File: src/rtl/trap_vec_pkg.sv
package trap_vec_pkg;
  typedef enum logic [1:0] {
    MODE_PRIV  = 2'd0,
    MODE_HYPER = 2'd1,
    MODE_RED   = 2'd2,
    MODE_ERROR = 2'd3
  } deliver_mode_e;

  typedef enum logic [1:0] {
    LVL_USER  = 2'd0,
    LVL_PRIV  = 2'd1,
    LVL_HYPER = 2'd2
  } priv_lvl_e;
endpackage

File: src/rtl/trap_mode_arbiter.sv
module trap_mode_arbiter
  import trap_vec_pkg::*;
#(
  parameter int TL_W    = 3,
  parameter int MAX_TL  = 6,
  parameter int MAX_PTL = 2,
  parameter int PS_W    = 13,
  parameter int HPS_W   = 12,
  parameter int TT_W    = 9,
  parameter int WDOG_TT = 2,
  parameter int PRIV_BIT = 2,
  parameter int HPRIV_BIT = 2,
  parameter int RED_BIT = 5
) (
  input  logic [TL_W-1:0]  tl,
  input  logic [PS_W-1:0]  pstate,
  input  logic [HPS_W-1:0] hpstate,
  input  logic             hyper_trap,
  input  logic [TT_W-1:0]  trap_type,
  output deliver_mode_e    mode,
  output logic [TT_W-1:0]  eff_tt
);
  localparam logic [TL_W-1:0] RED_TL  = TL_W'(MAX_TL - 1);
  localparam logic [TL_W-1:0] ERR_TL  = TL_W'(MAX_TL);
  localparam logic [TL_W-1:0] PTL_LIM = TL_W'(MAX_PTL);

  priv_lvl_e cur_lvl;
  logic      to_hyper;
  logic      go_red, go_err, go_wdog;

  // current level from the two privilege bits
  always_comb begin
    if (!pstate[PRIV_BIT])        cur_lvl = LVL_USER;
    else if (!hpstate[HPRIV_BIT]) cur_lvl = LVL_PRIV;
    else                          cur_lvl = LVL_HYPER;
  end

  assign to_hyper = (cur_lvl == LVL_HYPER) || hyper_trap;
  assign go_red   = hpstate[RED_BIT] || (tl == RED_TL);
  assign go_err   = (tl >= ERR_TL);
  assign go_wdog  = !to_hyper && (tl > PTL_LIM);

  // fixed priority: RED, error, watchdog, hyper, privileged
  always_comb begin
    eff_tt = trap_type;
    if (go_red)         mode = MODE_RED;
    else if (go_err)    mode = MODE_ERROR;
    else if (go_wdog) begin
      mode   = MODE_HYPER;
      eff_tt = TT_W'(WDOG_TT);
    end
    else if (to_hyper)  mode = MODE_HYPER;
    else                mode = MODE_PRIV;
  end

  logic unused_state_bits;
  assign unused_state_bits = ^{pstate, hpstate};
endmodule

File: src/rtl/trap_vector_calc.sv
module trap_vector_calc
  import trap_vec_pkg::*;
#(
  parameter int ADDR_W = 64,
  parameter int TL_W   = 3,
  parameter int TT_W   = 9,
  parameter logic [ADDR_W-1:0] RED_PC = 64'hFFFF_FFFF_F000_00A0
) (
  input  deliver_mode_e     mode,
  input  logic [TT_W-1:0]   eff_tt,
  input  logic [TL_W-1:0]   tl,
  input  logic [ADDR_W-1:0] tba,
  input  logic [ADDR_W-1:0] htba,
  output logic [ADDR_W-1:0] pc_vec
);
  localparam int HOFF_W = TT_W + 5;
  localparam int POFF_W = HOFF_W + 1;

  logic [ADDR_W-1:0] hyp_vec, prv_vec;
  logic              upper_half;

  // new level is tl+1, which exceeds 1 exactly when tl is nonzero
  assign upper_half = (tl != '0);
  assign hyp_vec = {htba[ADDR_W-1:HOFF_W], eff_tt, 5'b0};
  assign prv_vec = {tba[ADDR_W-1:POFF_W], upper_half, eff_tt, 5'b0};

  always_comb begin
    unique case (mode)
      MODE_RED:   pc_vec = RED_PC;
      MODE_HYPER: pc_vec = hyp_vec;
      MODE_PRIV:  pc_vec = prv_vec;
      default:    pc_vec = '0;
    endcase
  end

  logic unused_base_bits;
  assign unused_base_bits = ^{tba[POFF_W-1:0], htba[HOFF_W-1:0]};
endmodule

File: src/rtl/trap_vector_unit.sv
module trap_vector_unit
  import trap_vec_pkg::*;
#(
  parameter int ADDR_W  = 64,
  parameter int TL_W    = 3,
  parameter int MAX_TL  = 6,
  parameter int MAX_PTL = 2,
  parameter int PS_W    = 13,
  parameter int HPS_W   = 12,
  parameter int TT_W    = 9,
  parameter int INSN_B  = 4
) (
  input  logic              clk,
  input  logic              rst,
  input  logic              trap_valid,
  input  logic              hyper_trap,
  input  logic [TL_W-1:0]   tl,
  input  logic [PS_W-1:0]   pstate,
  input  logic [HPS_W-1:0]  hpstate,
  input  logic [ADDR_W-1:0] tba,
  input  logic [ADDR_W-1:0] htba,
  input  logic [TT_W-1:0]   trap_type,
  output logic              out_valid,
  output logic [1:0]        mode,
  output logic              flag_error,
  output logic [TT_W-1:0]   eff_tt,
  output logic [ADDR_W-1:0] new_pc,
  output logic [ADDR_W-1:0] new_npc,
  output logic [ADDR_W-1:0] new_nnpc
);
  localparam logic [ADDR_W-1:0] RED_PC  = 64'hFFFF_FFFF_F000_00A0;
  localparam logic [ADDR_W-1:0] STEP1   = ADDR_W'(INSN_B);
  localparam logic [ADDR_W-1:0] STEP2   = ADDR_W'(2 * INSN_B);
  localparam logic [TL_W-1:0]   ERR_TL  = TL_W'(MAX_TL);

  deliver_mode_e     mode_d;
  logic [TT_W-1:0]   tt_d;
  logic [ADDR_W-1:0] pc_d;

  trap_mode_arbiter #(
    .TL_W(TL_W), .MAX_TL(MAX_TL), .MAX_PTL(MAX_PTL),
    .PS_W(PS_W), .HPS_W(HPS_W), .TT_W(TT_W)
  ) u_arb (
    .tl(tl), .pstate(pstate), .hpstate(hpstate), .hyper_trap(hyper_trap),
    .trap_type(trap_type), .mode(mode_d), .eff_tt(tt_d)
  );

  trap_vector_calc #(
    .ADDR_W(ADDR_W), .TL_W(TL_W), .TT_W(TT_W), .RED_PC(RED_PC)
  ) u_vec (
    .mode(mode_d), .eff_tt(tt_d), .tl(tl), .tba(tba), .htba(htba),
    .pc_vec(pc_d)
  );

  always_ff @(posedge clk) begin
    if (rst) begin
      out_valid  <= 1'b0;
      mode       <= 2'd0;
      flag_error <= 1'b0;
      eff_tt     <= '0;
      new_pc     <= '0;
      new_npc    <= '0;
      new_nnpc   <= '0;
    end else begin
      out_valid <= trap_valid;
      if (trap_valid) begin
        mode       <= mode_d;
        flag_error <= (mode_d == MODE_ERROR);
        eff_tt     <= tt_d;
        new_pc     <= pc_d;
        new_npc    <= (mode_d == MODE_ERROR) ? '0 : pc_d + STEP1;
        new_nnpc   <= (mode_d == MODE_ERROR) ? '0 : pc_d + STEP2;
      end
    end
  end

  AST_VALID_FOLLOWS: assert property (@(posedge clk) disable iff (rst)
    trap_valid |=> out_valid);
  AST_HOLD_IDLE: assert property (@(posedge clk) disable iff (rst)
    !trap_valid |=> (!out_valid && $stable(new_pc) && $stable(mode)));
  AST_RED_VECTOR: assert property (@(posedge clk) disable iff (rst)
    (out_valid && mode == 2'd2) |-> (new_pc == RED_PC));
  AST_ERROR_FLAG: assert property (@(posedge clk) disable iff (rst)
    (trap_valid && !hpstate[5] && tl >= ERR_TL) |=>
      (flag_error && mode == 2'd3 && new_pc == '0));
  AST_SEQ_STEP: assert property (@(posedge clk) disable iff (rst)
    (out_valid && !flag_error) |->
      (new_npc == new_pc + STEP1 && new_nnpc == new_npc + STEP1));
endmodule

File: config.mk
export PLATFORM = sky130hd
export DESIGN_NAME = trap_vector_unit
export DESIGN_NICKNAME = d
export VERILOG_FILES = /design/src/rtl/trap_vec_pkg.sv /design/src/rtl/trap_mode_arbiter.sv /design/src/rtl/trap_vector_calc.sv /design/src/rtl/trap_vector_unit.sv
export SDC_FILE = /design/constraint.sdc
export NUM_CORES = 1
export LEC_CHECK = 0
export ABC_AREA = 1
export BUFFER_PORTS_ARGS = -buffer_cell sky130_fd_sc_hd__buf_2
export CAP_MARGIN = 10
export CORE_AREA = 2 2 146 148
export CTS_BUF_LIST = sky130_fd_sc_hd__clkbuf_16
export DETAILED_ROUTE_END_ITERATION = 6
export DIE_AREA = 0 0 148 150
export PLACE_DENSITY_LB_ADDON = 0.2
export SYNTH_ARGS = -nofsm -noshare
export SYNTH_HDL_FRONTEND = slang
export SYNTH_SLANG_ARGS = --single-unit
File: constraint.sdc
create_clock -name clk -period 2.57 [get_ports clk]
set_input_delay 0.257 -clock clk [delete_from_list [all_inputs] [get_ports clk]]
set_output_delay 0.257 -clock clk [all_outputs]
set_load 0.05 [all_outputs]
==> qor.yml, run 1 <==
run_status:
  run_status: "completed"
timing:
  rsz0062_at_grt: "false"
  slew_viol_final: 0
  tightest_slew_ps: 640.4
  fin_tns_setup_ps: 0
  max_slew_margin: 0.5730
  fin_crit_ps: 1592
  fin_skew_ps: 0
  timing_hold_violations_final: 0
  setup_viol: 0
  holdWs_ps: 143.8
  fmax_ghz: 0.6282
  finalCritPeriodShare: 0.6194
setup_path:
  max_stage_delay_ps: 400
  critPathCaptureType: "flop"
  critPathKind: "in2reg"
  startpoint_type: "input pin"
  path_cells: "buf_2, nand2_1, nand2_1, nor2_4, nor2_4, nand2_2, buf_4, o21ai_0, a21oi_1"
  crit_fanout: 19
  crit_family: "simple AND/OR/NAND/NOR gates"
  crit_required_ps: 2850
  r2r_start: "new_npc[49]$_SDFFE_PP0P_"
  reg2reg_depth: 2
  path_buf_inv: 2
  r2r-end: "new_npc[49]$_SDFFE_PP0P_"
  crit_arrival_ps: 1870
  regToRegSetupSlack_ps: 1850
  slowest_stage: "nor2_4"
power_and_ir_drop:
  ir_drop_uv: 231.8
  p_leak_nw: 3.079
  powerDensity_nw_per_um2: 716.5
clock_network:
  clk_latency_ps: 350
  post-cts-setup-buffer-count: 0
  cts_root_buf: "clkbuf_16"
  ctsResizeCount: 0
  cts_made_buffers: 9
  htree_levels: 3
  cts_buffer_depth: 2
  cts_tree: "done"
  clock_sinks: 94
  cts_hold_buf: 0
  clkTransAtPathRegs_ps: 70
yosys:
  ys_types: 22
  synth_most_common_cell: "nand2_1"
  syn_area_per_cell_um2: 7.477
  ys_warn_count: 0
  synthCells: 623
  synthTopCellsByCount: "137 x nand2_1, 113 x buf_4, 94 x dfxtp_1"
  synth_area_leaders: "dfxtp_1 40%, buf_4 18%, nand2_1 11%"
  yosysSeqAreaShare: 0.4040
  synth_area_um2: 4658
  ys_ff_latch: 94
  yosysTopAreaCellShare: 0.4040
  synth_edf_count: 0
  async_flop_share: 0
  synth_flop_cell: "dfxtp_1"
  synth_top_area_cell: "dfxtp_1"
layout:
  synthToLayoutAreaGrowth_pct: 28.58
  final_area_um2: 5989
  layout-drive-gt1-share: 0.4214
  nets: 985
  diodes: 0
  fillers: 2340
detailed_routing:
  routed_wl_um: 16380
  drt_iter0_markers: 102
  antenna_left: 0
  drtPass1Iterations: 4
  drc_errors: 0
  viasPerCell: 4.243
  num_vias: 4650
  avgRoutedWirePerCell_um: 14.95
flow_run:
  cap_violations: 0
hold_path:
  hold_path.class: "in2reg"
  min_to: "eff_tt[0]$_SDFFE_PP0P_"
  min-delay-start: "trap_type[0]"
  min_path_cells: 3
placed_design:
  place_congestion: 0.7546
  placed_cell_area_um2: 5678
  dp_hpwl_um: 12060
  io_buffer_count: 309
floorplanning:
  core-area_um2: 20690
  die-area_um2: 22200
  die_w_um: 148
  initial_core_util: 0.2251
  die_h_um: 150
  num_rows: 53
  ios: 374
global_route:
  gr-usage-all-layers: 0.1432
  grt_pass1_vias: 4212
  grt_antenna_before_repair: 0
  grt_max_degree: 57
  grt_pass1_wl_um: 24330
  grt_overflow: 0
-- kinds of logic after synthesis --
group	share of synthesized area
and+or+nand+nor	0.1947
buffers and inverters	0.2318
AOI/OAI and AO/OA	0.1687
DFF	0.4040
other	0.0008050
-- worst max path at each step --
stage                           from                  endpoint  cells after the start
after global routing       pstate[2]    new_pc[7]$_SDFFE_PP0P_                     10
final                      pstate[2]  new_npc[49]$_SDFFE_PP0P_                      9
after detailed placement   pstate[2]    new_pc[7]$_SDFFE_PP0P_                     10
after CTS                  pstate[2]    new_pc[7]$_SDFFE_PP0P_                     10
after floorplan           trap_valid   new_pc[19]$_SDFFE_PP0P_                      5
after global placement     pstate[2]    new_pc[5]$_SDFFE_PP0P_                     10
-- power breakdown --
part	leakage [nW]	internal (mW)	total (mW)	switching [mW]
clock network	0.150	0.778	1.44	0.663
logic	2.16	0.266	1.25	0.985
registers	0.772	1.53	1.60	0.0649
total	3.08	2.58	4.29	1.71
-- worst min-delay path, stage by stage --
cell and delay [ps]:
buf_2 90, nand3_1 60, nand2_1 50
-- metrics by stage --
step / utilization / total power, mW / setup WS, ps / instances
global placement: 0.2744 / 2.901 / 542.9 / 1080
CTS: 0.2895 / 4.372 / 924.9 / 1096
detailed placement: 0.2744 / 2.900 / 554.3 / 1080
finish: 0.2895 / 4.292 / 978.2 / 1096
global route: 0.2895 / 4.517 / 781.9 / 1096
floorplan: - / 2.703 / 1314 / 635
-- registers in the layout, indices dropped and copies added, names as in the netlist --
name and flops:
out_valid 1, flag_error 1, eff_tt 9, new_pc 35
mode 2, new_npc 46
-- placed cells by master, fill, tap and decap left out, drive strengths merged --
| cell | Yosys | routed |
|---|---|---|
| a21oi | 84 | 84 |
| a31oi | 1 | 1 |
| buf | 125 | 319 |
| bufinv | 0 | 1 |
| clkbuf | 24 | 9 |
| clkinv | 0 | 1 |
| clkinvlp | 0 | 1 |
| conb | 1 | 13 |
| dfxtp | 94 | 94 |
| inv | 17 | 21 |
| nand2 | 141 | 141 |
| nand3 | 34 | 34 |
| nand4 | 17 | 17 |
| nor2 | 16 | 16 |
| nor3 | 1 | 1 |
| o211ai | 3 | 3 |
| o21ai | 65 | 65 |
-- per-layer routing --
metal / routed length, um / GRT usage / up-vias
met2: 8215 / 0.2567 / 209
li1: - / - / 2327
met1: 6819 / 0.1714 / 2104
met3: 1170 / 0.03171 / 10
met4: 176 / 0.04143 / 0
met5: 0 / 0 / -
-- area by class of cell --
class                      instances  area (um^2)  area share
clock inverter                     7        86.33     0.01441
sequential                        94         1882      0.3142
multi-input combinational        375         1742      0.2908
tap                              275        344.1     0.05745
clock buffer                       9        225.2     0.03760
inverter                          17        63.81     0.01065
timing repair buffer             319         1647      0.2749
Note: power is estimated with default switching activity, not from simulation.
==> run 2, diff against run 1 <==
==> constraint.sdc (replaced) <==
create_clock -name clk -period 1.5 [get_ports clk]
set_input_delay 0.15 -clock clk [delete_from_list [all_inputs] [get_ports clk]]
set_output_delay 0.15 -clock clk [all_outputs]
set_load 0.05 [all_outputs]
==> qor.yml, run 2 (synthesis results as in run 1) <==
floorplanning:
  die_w_um: 148  # unchanged
  initial_core_util: 0.2251  # unchanged
  die_h_um: 150  # unchanged
  num_rows: 53  # unchanged
  ios: 374  # unchanged
  core-area_um2: 20690  # unchanged
  die-area_um2: 22200  # unchanged
setup_path:
  regToRegSetupSlack_ps: 780  # was 1850 ps
  path_cells: "buf_2"  # was buf_2, nand2_1, nand2_1, nor2_4, nor2_4, nand2_2, buf_4, o21ai_0, a21oi_1
  reg2reg_depth: 2  # unchanged
  r2r-end: "new_npc[55]$_SDFFE_PP0P_"  # was new_npc[49]$_SDFFE_PP0P_
  crit_fanout: 4  # was 19
  crit_required_ps: 1350  # was 2850 ps
  r2r_start: "new_npc[55]$_SDFFE_PP0P_"  # was new_npc[49]$_SDFFE_PP0P_
  crit_arrival_ps: 1060  # was 1870 ps
  path_buf_inv: 1  # was 2
  critPathKind: "reg2out"  # was in2reg
  crit_family: "flip-flops"  # was simple AND/OR/NAND/NOR gates
  startpoint_type: "flop"  # was input pin
  critPathCaptureType: "primary output"  # was flop
  slowest_stage: "dfxtp_1"  # was nor2_4
  max_stage_delay_ps: 420  # was 400 ps
hold_path:
  hold_path.class: "in2reg"  # unchanged
  min_path_cells: 3  # unchanged
  min-delay-start: "trap_type[0]"  # unchanged
  min_to: "eff_tt[0]$_SDFFE_PP0P_"  # unchanged
timing:
  fin_tns_setup_ps: 0  # unchanged
  rsz0062_at_grt: "false"  # unchanged
  finalCritPeriodShare: 0.8070
  fin_crit_ps: 1210
  fmax_ghz: 0.8262
  fin_skew_ps: 0  # unchanged
  setup_viol: 0  # unchanged
  timing_hold_violations_final: 0  # unchanged
  slew_viol_final: 0  # unchanged
  holdWs_ps: 38.34  # was 143.8 ps
  setup_ws_ps: 289.6  # was 978.2 ps
global_route:
  grt_overflow: 0  # unchanged
  grt_antenna_before_repair: 3  # was 0
  grt_pass1_wl_um: 24470  # was 24,330 um
  grt_max_degree: 57  # unchanged
  gr-usage-all-layers: 0.1439  # was 0.1432
  grt_pass1_vias: 4384  # was 4,212
power_and_ir_drop:
  ir_drop_uv: 503.6  # was 231.8 uV
  finalPower_mw: 7.261  # was 4.292 mW
  p_leak_nw: 3.150  # was 3.079 nW
  powerDensity_nw_per_um2: 1185  # was 716.5 nW/um^2
detailed_routing:
  avgRoutedWirePerCell_um: 14.86  # was 14.95 um
  drt_iter0_markers: 162  # was 102
  viasPerCell: 4.232  # was 4.243
  drc_errors: 0  # unchanged
  antenna_left: 0  # unchanged
  routed_wl_um: 16490  # was 16,380 um
  drtPass1Iterations: 4  # unchanged
  num_vias: 4697  # was 4,650
placed_design:
  pre_cts_ws_ps: 29.97  # was 554.3 ps
  place_congestion: 0.7315  # was 0.7546
  dp_hpwl_um: 12200  # was 12,060 um
  io_buffer_count: 309  # unchanged
  placed_cell_area_um2: 5831  # was 5678 um^2
  dp.cells: 1092  # was 1,080
clock_network:
  htree_levels: 3  # unchanged
  clkTransAtPathRegs_ps: 70  # about the same
  cts_root_buf: "clkbuf_16"  # unchanged
  clock_sinks: 94  # unchanged
  cts_hold_buf: 0  # unchanged
  clk_latency_ps: 340  # was 350 ps
  cts_buffer_depth: 2  # unchanged
  ctsResizeCount: 0  # unchanged
  post-cts-setup-buffer-count: 0  # unchanged
  cts_tree: "done"  # unchanged
  cts_made_buffers: 9  # unchanged
layout:
  regArea_um2: 1882  # unchanged
  synthToLayoutAreaGrowth_pct: 31.51  # was 28.58%
  multi_input_area_um2: 1742  # unchanged
  final_core_util: 0.2961  # was 0.2895
  layout-drive-gt1-share: 0.4262  # was 0.4214
  layout_commonest_cell: "buf_2"  # unchanged
  largestRegisters: "new_npc: 46 flops, new_pc: 35 flops, eff_tt: 9 flops"  # unchanged
  final_area_um2: 6126  # was 5989 um^2
  largest_reg_flops: 46  # unchanged
  final_cell_mix: "309 x buf_2, 137 x nand2_1, 94 x dfxtp_1, 84 x a21oi_1, 63 x o21ai_0"  # unchanged
  regMostFlops: "new_npc"  # unchanged
  fillers: 2313  # was 2,340
  stdcell_count: 1110  # was 1,096
  nets: 997  # was 985
flow_run:
  cap_violations: 0  # unchanged
run_status:
  run_status: "completed"  # unchanged
-- run 2: cell count changes in the layout (fill, tap and decap cells not counted) --
cell / before / now
buf_4: 8 / 15
inv_8: 2 / 0
clkinvlp_4: 1 / 2
buf_12: 2 / 7
clkinv_4: 1 / 0
diode_2: 0 / 2
clkinv_1: 0 / 2
inv_6: 2 / 1
inv_1: 14 / 15
-- run 2: area by class of cell --
| type | instances | share of cell area |
|---|---|---|
| Clock buffer | 9 | 0.03676 |
| Timing Repair Buffer | 331 | 0.2937 |
| Sequential cell | 94 | 0.3072 |
| Antenna cell | 2 | 0.0008170 |
| Inverter | 17 | 0.01042 |
| Tap cell | 275 | 0.05617 |
| Clock inverter | 7 | 0.01062 |
| Multi-Input combinational cell | 375 | 0.2843 |
-- run 2: routing by layer --
metal  vias up  share of wire  track usage
met1      2112           0.42       0.1695
met5         -         0.0010            0
met4         2         0.0062      0.03714
met2       219           0.51       0.2583
li1       2355              -            -
met3         9          0.069      0.03872
-- run 2: worst max path at each step --
stage,from,end,slack [ps],depth (start not counted)
after floorplan,trap_valid,new_pc[19]$_SDFFE_PP0P_,350,5
after global placement,tl[1],new_pc[34]$_SDFFE_PP0P_,50,8
after detailed placement,tl[1],new_pc[34]$_SDFFE_PP0P_,30,8
after CTS,new_npc[55]$_SDFFE_PP0P_,new_nnpc[55],230,1
after global routing,new_npc[55]$_SDFFE_PP0P_,new_pc[55],220,1
final,new_npc[55]$_SDFFE_PP0P_,new_nnpc[55],290,1
-- run 2: report_power, final --
part | internal (mW) | leakage (nW) | switching (mW)
Sequential | 2.63 | 0.772 | 0.114
Combinational | 0.496 | 2.24 | 1.70
Clock | 1.28 | 0.138 | 1.04
==> run 3, diff against run 2 <==
--- a/config.mk
+++ b/config.mk
@@ -5,13 +5,13 @@
 export SDC_FILE = /design/constraint.sdc
 export NUM_CORES = 1
 export LEC_CHECK = 0
-export ABC_AREA = 1
+export ABC_AREA = 0
 export BUFFER_PORTS_ARGS = -buffer_cell sky130_fd_sc_hd__buf_2
 export CAP_MARGIN = 10
-export CORE_AREA = 2 2 146 148
+export CORE_AREA = 2 2 144 146
 export CTS_BUF_LIST = sky130_fd_sc_hd__clkbuf_16
 export DETAILED_ROUTE_END_ITERATION = 6
-export DIE_AREA = 0 0 148 150
+export DIE_AREA = 0 0 146 148
 export PLACE_DENSITY_LB_ADDON = 0.2
 export SYNTH_ARGS = -nofsm -noshare
 export SYNTH_HDL_FRONTEND = slang
==> constraint.sdc (replaced) <==
create_clock -name clk -period 1.1 [get_ports clk]
set_input_delay 0.11 -clock clk [delete_from_list [all_inputs] [get_ports clk]]
set_output_delay 0.11 -clock clk [all_outputs]
set_load 0.05 [all_outputs]
==> qor.yml, run 3 <==
timing:
  setup_ws_ps: -0.7231  # was 289.6 ps
  slew_viol_final: 0  # unchanged
  holdWs_ps: 10.77  # was 38.34 ps
  fmax_ghz: 0.9085
  setup_viol: 1  # was 0
  fin_crit_ps: 1101
  rsz0062_at_grt: "true"  # was false
  fin_skew_ps: 0  # unchanged
  timing_hold_violations_final: 0  # unchanged
  finalCritPeriodShare: 1.001
detailed_routing:
  route.met3.wl_um: 754  # was 1144 um
  antenna_left: 0  # unchanged
  highest_layer: "met4"  # was met5
  viasPerCell: 4.139  # was 4.232
  drc_errors: 0  # unchanged
  routed_wl_um: 15380  # was 16,490 um
  met1_length_um: 6608  # was 6897 um
  wl_met2_um: 7785  # was 8331 um
  avgRoutedWirePerCell_um: 14.58  # was 14.86 um
  drt_iter0_markers: 127  # was 162
  drtPass1Iterations: 4  # unchanged
  num_vias: 4367  # was 4,697
yosys:
  synth_area_um2: 4706  # was 4658 um^2
  ys_types: 37  # was 22
  synthTopCellsByCount: "126 x nand2_1, 112 x buf_4, 94 x dfxtp_1"  # was 137 x nand2_1, 113 x buf_4, 94 x dfxtp_1
  synth_edf_count: 0  # unchanged
  yosysSeqAreaShare: 0.3999  # was 0.4040
  yosysTopAreaCellShare: 0.3999  # was 0.4040
  ys_ff_latch: 94  # unchanged
  async_flop_share: 0  # unchanged
  synth_area_leaders: "dfxtp_1 40%, buf_4 18%, nand2_1 10%"  # was dfxtp_1 40%, buf_4 18%, nand2_1 11%
  synth_flop_cell: "dfxtp_1"  # unchanged
  syn_area_per_cell_um2: 8.714  # was 7.477 um^2
  synth_most_common_cell: "nand2_1"  # unchanged
  ys_warn_count: 0  # unchanged
  synthCells: 540  # was 623
  synth_top_area_cell: "dfxtp_1"  # unchanged
setup_path:
  startpoint_type: "flop"  # unchanged
  reg2reg_depth: 2  # unchanged
  max_stage_delay_ps: 410  # was 420 ps
  r2r-end: "new_npc[2]$_SDFFE_PP0P_"  # was new_npc[55]$_SDFFE_PP0P_
  crit_fanout: 4  # unchanged
  crit_arrival_ps: 990  # was 1060 ps
  critPathCaptureType: "primary output"  # unchanged
  critPathKind: "reg2out"  # unchanged
  regToRegSetupSlack_ps: 300  # was 780 ps
  cp.depth: 1  # unchanged
  startpoint: "new_pc[30]$_SDFFE_PP0P_"  # was new_npc[55]$_SDFFE_PP0P_
  path_buf_inv: 1  # unchanged
  r2r_start: "new_npc[2]$_SDFFE_PP0P_"  # was new_npc[55]$_SDFFE_PP0P_
  cp-endpoint: "new_npc[30]"  # was new_nnpc[55]
  slowest_stage: "dfxtp_1"  # unchanged
  crit_required_ps: 990  # was 1350 ps
  crit_family: "flip-flops"  # unchanged
  path_cells: "buf_4"  # was buf_2
clock_network:
  clock_sinks: 94  # unchanged
  cts_buffer_depth: 2  # unchanged
  cts_made_buffers: 9  # unchanged
  cts_root_buf: "clkbuf_16"  # unchanged
  htree_levels: 3  # unchanged
  clk_latency_ps: 340  # about the same
  clkTransAtPathRegs_ps: 70  # about the same
  cts_tree: "done"  # unchanged
power_and_ir_drop:
  p_int_mw: 6.596  # was 4.410 mW
  pwr-share-clk: 0.309  # was 0.320
  powerDensity_nw_per_um2: 1470  # was 1185 nW/um^2
  p_sw_mw: 4.048  # was 2.851 mW
  p_sw_frac: 0.3803  # was 0.3926
  seqPwrFrac: 0.359  # was 0.378
  ir_drop_uv: 580.0  # was 503.6 uV
  p_leak_nw: 3.361  # was 3.150 nW
  comb_power_share: 0.332  # was 0.302
floorplanning:
  ios: 374  # unchanged
  core-area_um2: 20040  # was 20,690 um^2
  die_h_um: 148  # was 150 um
  num_rows: 52  # was 53
  die-area_um2: 21610  # was 22,200 um^2
  initial_core_util: 0.2348  # was 0.2251
  die_w_um: 146  # was 148 um
global_route:
  grt_overflow: 0  # unchanged
  grt_pass1_wl_um: 22010  # was 24,470 um
  grt_antenna_before_repair: 1  # was 3
  gr-usage-all-layers: 0.1295  # was 0.1439
  grt_max_degree: 37  # was 57
  grt_pass1_vias: 4035  # was 4,384
layout:
  synthToLayoutAreaGrowth_pct: 53.87  # was 31.51%
  nets: 948  # was 997
  final_area_um2: 7241  # was 6126 um^2
  largest_reg_flops: 46  # unchanged
  largestRegisters: "new_npc: 46 flops, new_pc: 35 flops, eff_tt: 9 flops"  # unchanged
  fillers: 2104  # was 2,313
  layout_commonest_cell: "buf_4"  # was buf_2
  regMostFlops: "new_npc"  # unchanged
  final_cell_mix: "134 x buf_4, 129 x buf_2, 108 x nand2_1, 68 x dfxtp_1, 51 x buf_6"  # was 309 x buf_2, 137 x nand2_1, 94 x dfxtp_1, 84 x a21oi_1, 63 x o21ai_0
  layout-drive-gt1-share: 0.5804  # was 0.4262
run_status:
  run_status: "finished, violations left"  # was completed
  violations: "setup timing"
placed_design:
  place_congestion: 0.7443  # was 0.7315
  io_buffer_count: 309  # unchanged
  dp_hpwl_um: 11080  # was 12,200 um
  placed_cell_area_um2: 6075  # was 5831 um^2
hold_path:
  hold_path.class: "in2reg"  # unchanged
flow_run:
  cap_violations: 0  # unchanged
==> run 3: metal layers <==
metal / vias to the layer above / global-route usage
li1: 2176 / -
met1: 2011 / 0.1567
met2: 167 / 0.2274
met3: 13 / 0.02531
met4: 0 / 0.04951
met5: - / 0
==> run 3: power groups by stage <==
stage | logic, mW | registers (mW) | clock network, mW
after global routing | 3.68 | 3.85 | 3.60
after CTS | 3.37 | 3.79 | 3.43
after global placement | 3.15 | 3.84 | 0
after detailed placement | 3.15 | 3.84 | 0
after floorplan | 1.97 | 4.48 | 0
final | 3.54 | 3.82 | 3.29
==> run 3: worst register-to-register path, stage by stage (launching register included) <==
cell	delay [ps]
dfxtp_1	410
nor2_1	60
a311oi_1	240
==> run 3: cell type report <==
class                      count  area (um^2)  area share
timing repair buffer         360         2739      0.3783
multi-input combinational    311         1924      0.2658
sequential                    94         1914      0.2644
tap                          270        337.8     0.04666
clock buffer                   9        225.2     0.03110
clock inverter                 7        86.33     0.01192
inverter                       3        11.26    0.001555
antenna                        1        2.502   0.0003456
==> run 3: logic make-up (layout without fill, tap and decap cells) <==
| group | Yosys count | after routing | share of synthesized area |
|---|---|---|---|
| muxes | 14 | 14 | 0.02978 |
| DFF | 94 | 94 | 0.3999 |
| AOI/OAI and AO/OA | 100 | 100 | 0.1984 |
| and+or+nand+nor | 184 | 184 | 0.1534 |
| buffers and inverters | 147 | 379 | 0.2178 |
| other | 1 | 14 | 0.0007969 |
==> run 3: worst min path at each step <==
stage                     depth (start not counted)          from                       end  slack, ps
final                                             3      htba[38]   new_pc[38]$_SDFFE_PP0P_         10
after global routing                              3      htba[38]   new_pc[38]$_SDFFE_PP0P_          4
after CTS                                         3      htba[38]   new_pc[38]$_SDFFE_PP0P_          1
after detailed placement                          2  trap_type[2]    eff_tt[2]$_SDFFE_PP0P_        350
after global placement                            2  trap_type[2]    eff_tt[2]$_SDFFE_PP0P_        350
after floorplan                                   2  trap_type[5]  new_npc[10]$_SDFFE_PP0P_        230
==> run 3: timing repair <==
item | CTS | global route
hold endpoints to repair | 14 | 0
buffers inserted | 0 | 1
hold buffers | 8 | 0
cloned | 0 | 2
endpoints found under the setup margin | 149 | 122
gates resized for setup | 149 | 140
==> run 3: stage by stage <==
step	util	TNS, ps	total power [mW]	setup slack [ps]	std cells
floorplan	-	-14120	6.441	-241.7	552
global placement	0.3031	-23190	6.987	-290.6	1027
detailed placement	0.3031	-24110	6.987	-314.5	1027
CTS	0.3415	-1232	10.60	-58.89	1051
global route	0.3613	-722.7	11.13	-47.39	1055
finish	0.3613	-0.7231	10.64	-0.7231	1055
